$ cat src/rtl/stk_pkg.sv
package stk_pkg;
  localparam int unsigned STK_AW = 16;
  localparam int unsigned STK_DW = 8;

  typedef enum logic [2:0] {
    OP_NONE   = 3'd0,
    OP_SAVE_B = 3'd1,
    OP_REST_B = 3'd2,
    OP_SAVE_W = 3'd3,
    OP_REST_W = 3'd4
  } stk_op_e;

  // Pointer plus a small signed step.
  function automatic logic [STK_AW-1:0] stk_move(input logic [STK_AW-1:0] sp,
                                                 input logic signed [2:0] d);
    return sp + {{(STK_AW-3){d[2]}}, d};
  endfunction

  // True when sp - depth would be at or below the limit.
  function automatic logic stk_breach(input logic [STK_AW-1:0] sp,
                                      input logic [STK_AW-1:0] limit,
                                      input logic [1:0] depth);
    logic [STK_AW:0] lhs;
    logic [STK_AW:0] rhs;
    lhs = {1'b0, sp};
    rhs = {1'b0, limit} + {{(STK_AW-1){1'b0}}, depth};
    return lhs <= rhs;
  endfunction

  function automatic logic stk_known(input stk_op_e op);
    return (op == OP_SAVE_B) || (op == OP_REST_B) ||
           (op == OP_SAVE_W) || (op == OP_REST_W);
  endfunction
endpackage

$ cat src/rtl/stk_ptr_reg.sv
module stk_ptr_reg
  import stk_pkg::*;
#(
  parameter logic [STK_AW-1:0] TOP_ADDR = 16'h045F
) (
  input  logic              clk,
  input  logic              rst_n,
  input  logic              load_en,
  input  logic [STK_AW-1:0] load_val,
  input  logic              step_en,
  input  logic signed [2:0] step,
  output logic [STK_AW-1:0] sp
);
  always_ff @(posedge clk or negedge rst_n) begin
    if (!rst_n)       sp <= TOP_ADDR;
    else if (load_en) sp <= load_val;
    else if (step_en) sp <= stk_move(sp, step);
  end
endmodule

$ cat src/rtl/stk_guard.sv
module stk_guard
  import stk_pkg::*;
#(
  parameter logic [STK_AW-1:0] IO_TOP = 16'h0060
) (
  input  logic [STK_AW-1:0] sp,
  input  stk_op_e           op,
  output logic              hit
);
  logic hit_byte;
  logic hit_word;

  assign hit_byte = (op == OP_SAVE_B) && stk_breach(sp, IO_TOP, 2'd1);
  assign hit_word = (op == OP_SAVE_W) && stk_breach(sp, IO_TOP, 2'd2);
  assign hit      = hit_byte || hit_word;
endmodule

$ cat src/rtl/stk_seq.sv
module stk_seq
  import stk_pkg::*;
(
  input  logic              clk,
  input  logic              rst_n,
  input  logic              go,
  input  stk_op_e           op,
  input  logic [STK_AW-1:0] sp,
  input  logic [STK_DW-1:0] save_byte,
  input  logic [STK_AW-1:0] save_word,
  input  logic [STK_DW-1:0] rdata,
  output logic [STK_AW-1:0] addr,
  output logic              we,
  output logic              re,
  output logic [STK_DW-1:0] wdata,
  output logic              lane,
  output logic              busy,
  output logic              done,
  output logic [STK_DW-1:0] rest_byte,
  output logic [STK_AW-1:0] rest_word,
  output logic              step_en,
  output logic signed [2:0] step
);
  typedef enum logic {SQ_IDLE, SQ_TAIL} sq_state_e;

  sq_state_e         state;
  logic              tail_save;
  logic [STK_DW-1:0] hi_keep;

  assign busy = (state == SQ_TAIL);

  always_comb begin
    addr    = sp;
    we      = 1'b0;
    re      = 1'b0;
    wdata   = '0;
    lane    = 1'b0;
    step_en = 1'b0;
    step    = 3'sd0;
    if (state == SQ_TAIL) begin
      step_en = 1'b1;
      if (tail_save) begin
        addr  = stk_move(sp, -3'sd1);
        we    = 1'b1;
        wdata = hi_keep;
        lane  = 1'b1;
        step  = -3'sd2;
      end else begin
        addr = stk_move(sp, 3'sd2);
        re   = 1'b1;
        step = 3'sd2;
      end
    end else if (go) begin
      unique case (op)
        OP_SAVE_B: begin
          we = 1'b1; wdata = save_byte; step_en = 1'b1; step = -3'sd1;
        end
        OP_REST_B: begin
          addr = stk_move(sp, 3'sd1); re = 1'b1; step_en = 1'b1; step = 3'sd1;
        end
        OP_SAVE_W: begin
          we = 1'b1; wdata = save_word[STK_DW-1:0];
        end
        OP_REST_W: begin
          addr = stk_move(sp, 3'sd1); re = 1'b1; lane = 1'b1;
        end
        default: ;
      endcase
    end
  end

  always_ff @(posedge clk or negedge rst_n) begin
    if (!rst_n) begin
      state     <= SQ_IDLE;
      tail_save <= 1'b0;
      hi_keep   <= '0;
      done      <= 1'b0;
      rest_byte <= '0;
      rest_word <= '0;
    end else begin
      done <= 1'b0;
      if (state == SQ_TAIL) begin
        state <= SQ_IDLE;
        done  <= 1'b1;
        if (!tail_save) rest_word <= {hi_keep, rdata};
      end else if (go) begin
        unique case (op)
          OP_SAVE_B: done <= 1'b1;
          OP_REST_B: begin
            rest_byte <= rdata;
            done      <= 1'b1;
          end
          OP_SAVE_W: begin
            state     <= SQ_TAIL;
            tail_save <= 1'b1;
            hi_keep   <= save_word[STK_AW-1:STK_DW];
          end
          OP_REST_W: begin
            state     <= SQ_TAIL;
            tail_save <= 1'b0;
            hi_keep   <= rdata;
          end
          default: ;
        endcase
      end
    end
  end

  // a word restore always ends with a low-lane read in the tail cycle
  a_r5_tail_lane_low: assert property (@(posedge clk) disable iff (!rst_n)
    (go && op == OP_REST_W && !busy) |=> (busy && re && !lane));
endmodule

$ cat src/rtl/stk_pointer_unit.sv
module stk_pointer_unit
  import stk_pkg::*;
#(
  parameter logic [STK_AW-1:0] TOP_ADDR = 16'h045F,
  parameter logic [STK_AW-1:0] IO_TOP   = 16'h0060
) (
  input  logic              clk,
  input  logic              rst_n,
  input  logic [2:0]        op_i,
  input  logic [STK_DW-1:0] push_byte_i,
  input  logic [STK_AW-1:0] push_addr_i,
  input  logic              load_en_i,
  input  logic [STK_AW-1:0] load_val_i,
  output logic [STK_AW-1:0] mem_addr_o,
  output logic              mem_we_o,
  output logic [STK_DW-1:0] mem_wdata_o,
  output logic              mem_re_o,
  input  logic [STK_DW-1:0] mem_rdata_i,
  output logic              lane_o,
  output logic              busy_o,
  output logic              done_o,
  output logic [STK_DW-1:0] pop_byte_o,
  output logic [STK_AW-1:0] ret_addr_o,
  output logic [STK_AW-1:0] sp_o,
  output logic              fault_o
);
  stk_op_e           op;
  logic              start;
  logic              guard_hit;
  logic              go;
  logic              reject;
  logic              load_take;
  logic              step_en;
  logic signed [2:0] step;

  assign op        = stk_op_e'(op_i);
  assign start     = !busy_o && !load_en_i && stk_known(op);
  assign go        = start && !guard_hit;
  assign reject    = start && guard_hit;
  assign load_take = load_en_i && !busy_o;

  stk_guard #(.IO_TOP(IO_TOP)) u_guard (
    .sp (sp_o),
    .op (op),
    .hit(guard_hit)
  );

  stk_ptr_reg #(.TOP_ADDR(TOP_ADDR)) u_ptr (
    .clk     (clk),
    .rst_n   (rst_n),
    .load_en (load_take),
    .load_val(load_val_i),
    .step_en (step_en),
    .step    (step),
    .sp      (sp_o)
  );

  stk_seq u_seq (
    .clk      (clk),
    .rst_n    (rst_n),
    .go       (go),
    .op       (op),
    .sp       (sp_o),
    .save_byte(push_byte_i),
    .save_word(push_addr_i),
    .rdata    (mem_rdata_i),
    .addr     (mem_addr_o),
    .we       (mem_we_o),
    .re       (mem_re_o),
    .wdata    (mem_wdata_o),
    .lane     (lane_o),
    .busy     (busy_o),
    .done     (done_o),
    .rest_byte(pop_byte_o),
    .rest_word(ret_addr_o),
    .step_en  (step_en),
    .step     (step)
  );

  always_ff @(posedge clk or negedge rst_n) begin
    if (!rst_n)         fault_o <= 1'b0;
    else if (load_take) fault_o <= 1'b0;
    else if (reject)    fault_o <= 1'b1;
  end

  // an accepted byte save lowers the pointer by exactly one
  a_r2_save_byte_step: assert property (@(posedge clk) disable iff (!rst_n)
    (go && op == OP_SAVE_B) |=> (sp_o == $past(sp_o) - 16'd1));

  // a word save is followed by one busy cycle writing the high lane
  a_r4_word_tail: assert property (@(posedge clk) disable iff (!rst_n)
    (go && op == OP_SAVE_W) |=> (busy_o && mem_we_o && lane_o));

  // no write ever reaches the I/O region
  a_r6_write_above_io: assert property (@(posedge clk) disable iff (!rst_n)
    mem_we_o |-> (mem_addr_o > IO_TOP));

  // a refused save freezes the pointer and raises the fault
  a_r6_reject_holds: assert property (@(posedge clk) disable iff (!rst_n)
    reject |=> (fault_o && sp_o == $past(sp_o)));

  // the busy phase lasts exactly one cycle
  a_r8_busy_single: assert property (@(posedge clk) disable iff (!rst_n)
    busy_o |=> !busy_o);

  // read and write strobes never overlap
  a_r10_no_rw_overlap: assert property (@(posedge clk) disable iff (!rst_n)
    !(mem_we_o && mem_re_o));
endmodule

$ cat config.mk
export PLATFORM = sky130hd
export DESIGN_NAME = stk_pointer_unit
export DESIGN_NICKNAME = d
export VERILOG_FILES = /design/src/rtl/stk_pkg.sv /design/src/rtl/stk_ptr_reg.sv /design/src/rtl/stk_guard.sv /design/src/rtl/stk_seq.sv /design/src/rtl/stk_pointer_unit.sv
export SDC_FILE = /design/constraint.sdc
export NUM_CORES = 1
export LEC_CHECK = 0
export BUFFER_PORTS_ARGS = -buffer_cell sky130_fd_sc_hd__buf_2
export CAP_MARGIN = 5
export CORE_ASPECT_RATIO = 1.75
export CORE_MARGIN = 3
export CORE_UTILIZATION = 47
export DETAILED_ROUTE_END_ITERATION = 7
export GPL_TIMING_DRIVEN = 1
export PLACE_DENSITY = 0.87
export SLEW_MARGIN = 15
export SYNTH_ARGS = -nofsm -noshare
export SYNTH_HDL_FRONTEND = slang
export SYNTH_SLANG_ARGS = --single-unit
$ cat constraint.sdc
create_clock -name clk -period 4.8 [get_ports clk]
set_input_delay 0.48 -clock clk [delete_from_list [all_inputs] [get_ports clk]]
set_output_delay 0.48 -clock clk [all_outputs]
set_load 0.05 [all_outputs]
==> flow_summary.json <==
{
  "outcome": "completed",
  "crit_required_ps": 4960,
  "cts_tree": "yes",
  "grt_pass1_vias": 4076,
  "netlist_instances": 459,
  "wl_per_cell_microns": 18.2,
  "skew_ps": 9.40,
  "n_antenna_cell": 0,
  "power_density_nw_per_um2": 425,
  "place_ws_ps": 205,
  "ant_nets": 0,
  "crit_type": "flip-flop to flip-flop",
  "worstSkewPairLatency_ps": 300,
  "grt_start_max_net_pins": 53,
  "pin_count": 124,
  "hpwl_microns": 9380,
  "start_kind": "flip-flop",
  "rows": 43,
  "period_share_pct": 91.4,
  "nNetsFinal": 651,
  "r2r_cells": 17,
  "maxSlewHeadroom_pct": 55.0,
  "maxSlewViolCount": 0,
  "cts_sinks": 52,
  "antenna_found_initial": 0,
  "synth_area_sq_um": 3970,
  "power.leakage_nw": 2.36,
  "synth_top_area_share_pct": 28.4,
  "synthTopCellsByCount": "68 x nand2_1, 45 x dfrtp_1, 37 x o21ai_0, 34 x nor2_1, 27 x a21oi_1",
  "cts_max_level": 2,
  "synth-seq-area-share_pct": 33.0,
  "synth_edf_count": 0,
  "synth.distinct_cells": 57,
  "rr_endpoint": "u_ptr.sp[15]$_DFFE_PN0P_",
  "gp_congestion": 0.958,
  "top_layer_used": "met4",
  "avgSynthCellArea_sq_um": 8.65,
  "peakVddDrop_mv": 0.271,
  "endpoint_kind": "flip-flop",
  "multi_input_area_sq_um": 2510,
  "clockBufferDepth": 2,
  "first_pass_iters": 5,
  "synthArstFlopShare_pct": 100,
  "setup_viol": 0,
  "grt_pass1_wl_microns": 19000,
  "portBuffers": 123,
  "gr-total-overflow": 0,
  "synthTopCellsByArea": "dfrtp_1 28%, ha_1 7.3%, mux2_2 6.8%",
  "regArea_sq_um": 1310,
  "dpl_cell_area_sq_um": 4660,
  "syn_nets": 537,
  "grt_use_total_pct": 25.6,
  "cp_max_fo": 9,
  "yosysMostFrequentCell": "nand2_1",
  "hp-class": "input pin to async pin",
  "die_height_microns": 128,
  "core-area_sq_um": 8070,
  "fin_ws_ps": 411,
  "ys_seq_elements": 52,
  "wirelength_met1_microns": 4320,
  "max_freq_mhz": 228,
  "drc": 0,
  "rsz0062_at_grt": "false",
  "maxCapViolCount": 0,
  "start_util_pct": 49.2,
  "viasPerCell": 5.89,
  "min_period_ps": 4390,
  "drt-initial-drc-count": 256,
  "met3_length_microns": 813,
  "die_w_microns": 75.5,
  "wl_met2_microns": 6520,
  "hold_buffers": 0,
  "numCtsBuffers": 5,
  "synth_largest_area_cell": "dfrtp_1",
  "final_area_sq_um": 4830,
  "regToRegSetupSlack_ps": 410,
  "cp_data_arrival_time_ps": 4550,
  "ys.flop_type": "dfrtp_1",
  "drive_gt1_share_pct": 32.9,
  "yosys_warnings": 0,
  "hold_viol": 0,
  "cts_root_buffer": "clkbuf_16",
  "fillerInstances": 696,
  "vias": 3910,
  "drt-total-wl_microns": 12100,
  "design_power_total_mw": 2.05,
  "worstReg2RegStart": "u_ptr.sp[0]$_DFFE_PN1P_",
  "tightest_slew_ps": 675,
  "area_growth_pct": 21.7,
  "cts.clk_slew.worst_paths_ps": 80,
  "dieArea_sq_um": 9630,
  "fin_setup_tns_ps": 0
}
## stage by stage
stage / instances / util, % / hold WS (ps)
6_report: 664 / 59.9 / 305
2_1_floorplan: 459 / - / 184
3_3_place_gp: 654 / 57.8 / 482
3_5_place_dp: 654 / 57.8 / 488
5_1_grt: 664 / 59.9 / 351
4_1_cts: 662 / 59.6 / 328
## worst max path at each step
stage / startpoint / end / slack, ps
final: u_ptr.sp[0]$_DFFE_PN1P_ / u_ptr.sp[15]$_DFFE_PN0P_ / 410
after global routing: u_ptr.sp[0]$_DFFE_PN1P_ / u_ptr.sp[14]$_DFFE_PN0P_ / 90
after CTS: u_ptr.sp[1]$_DFFE_PN1P_ / u_ptr.sp[14]$_DFFE_PN0P_ / 150
after detailed placement: u_ptr.sp[1]$_DFFE_PN1P_ / u_ptr.sp[14]$_DFFE_PN0P_ / 210
after global placement: u_ptr.sp[1]$_DFFE_PN1P_ / u_ptr.sp[14]$_DFFE_PN0P_ / 380
after floorplan: u_ptr.sp[1]$_DFFE_PN1P_ / u_ptr.sp[15]$_DFFE_PN0P_ / 150
## power by group
group          total [mW]  switching [mW]  internal (mW)
Sequential          0.656           0.121          0.535
Clock               0.374           0.178          0.196
Combinational        1.02           0.712          0.311
## cell type report
class	count	share of cell area, %
Clock inverter	3	0.466
Multi-Input combinational cell	369	52.0
Inverter	9	0.699
Timing Repair Buffer	136	14.8
Clock buffer	5	2.59
Tap cell	90	2.33
Sequential cell	52	27.1
## registers in the layout, indices dropped and copies added (netlist names)
signal           count
u_seq.done           1
u_seq.tail_save      1
u_seq.busy           1
u_seq.hi_keep        8
u_ptr.sp            16
u_seq.rest_byte      8
u_seq.rest_word     16
fault_o              1
## routing by layer
layer | GRT usage, % | vias to the layer above
li1 | - | 1851
met1 | 26.7 | 1826
met2 | 46.9 | 195
met3 | 4.72 | 38
met4 | 12.3 | 0
met5 | 0 | -
## critical path: stages, from the launching register on
cell	delay, ps
dfstp_2	630
inv_1	90
ha_1	250
nor3_1	220
nor4b_1	80
o21bai_1	240
nand3_1	220
o21ai_1	230
and2_2	270
buf_4	200
ha_1	300
nand3_1	140
a21oi_1	60
a2111o_1	450
a2111oi_4	350
nor2_2	120
o41ai_2	330
a221oi_2	60
## kinds of logic after synthesis
group           after synthesis  share of synthesized area (%)
simple gates                158                           18.5
compound gates              116                           19.1
flops                        52                           33.0
mux                          44                           11.9
buf+inv                      38                           3.81
xor+xnor                     27                           5.96
fa+ha+maj                    24                           7.76
## what timing repair did
action,4_1_cts,5_1_grt
resized for setup,0,3
setup endpoints to repair,0,5
endpoints found under the hold margin,0,0
buffers inserted,0,2
## placed cells by master (no fill, tap or decap), drive strengths merged, types with 8 or more instances in the layout
master / n
inv: 10
buf: 136
xnor2: 19
xor2: 8
mux2i: 20
dfrtp: 45
ha: 23
a21oi: 27
nor2: 35
nor3: 12
mux2: 24
nand2: 68
o21ai: 39
Power figures use the tool's default switching activity.
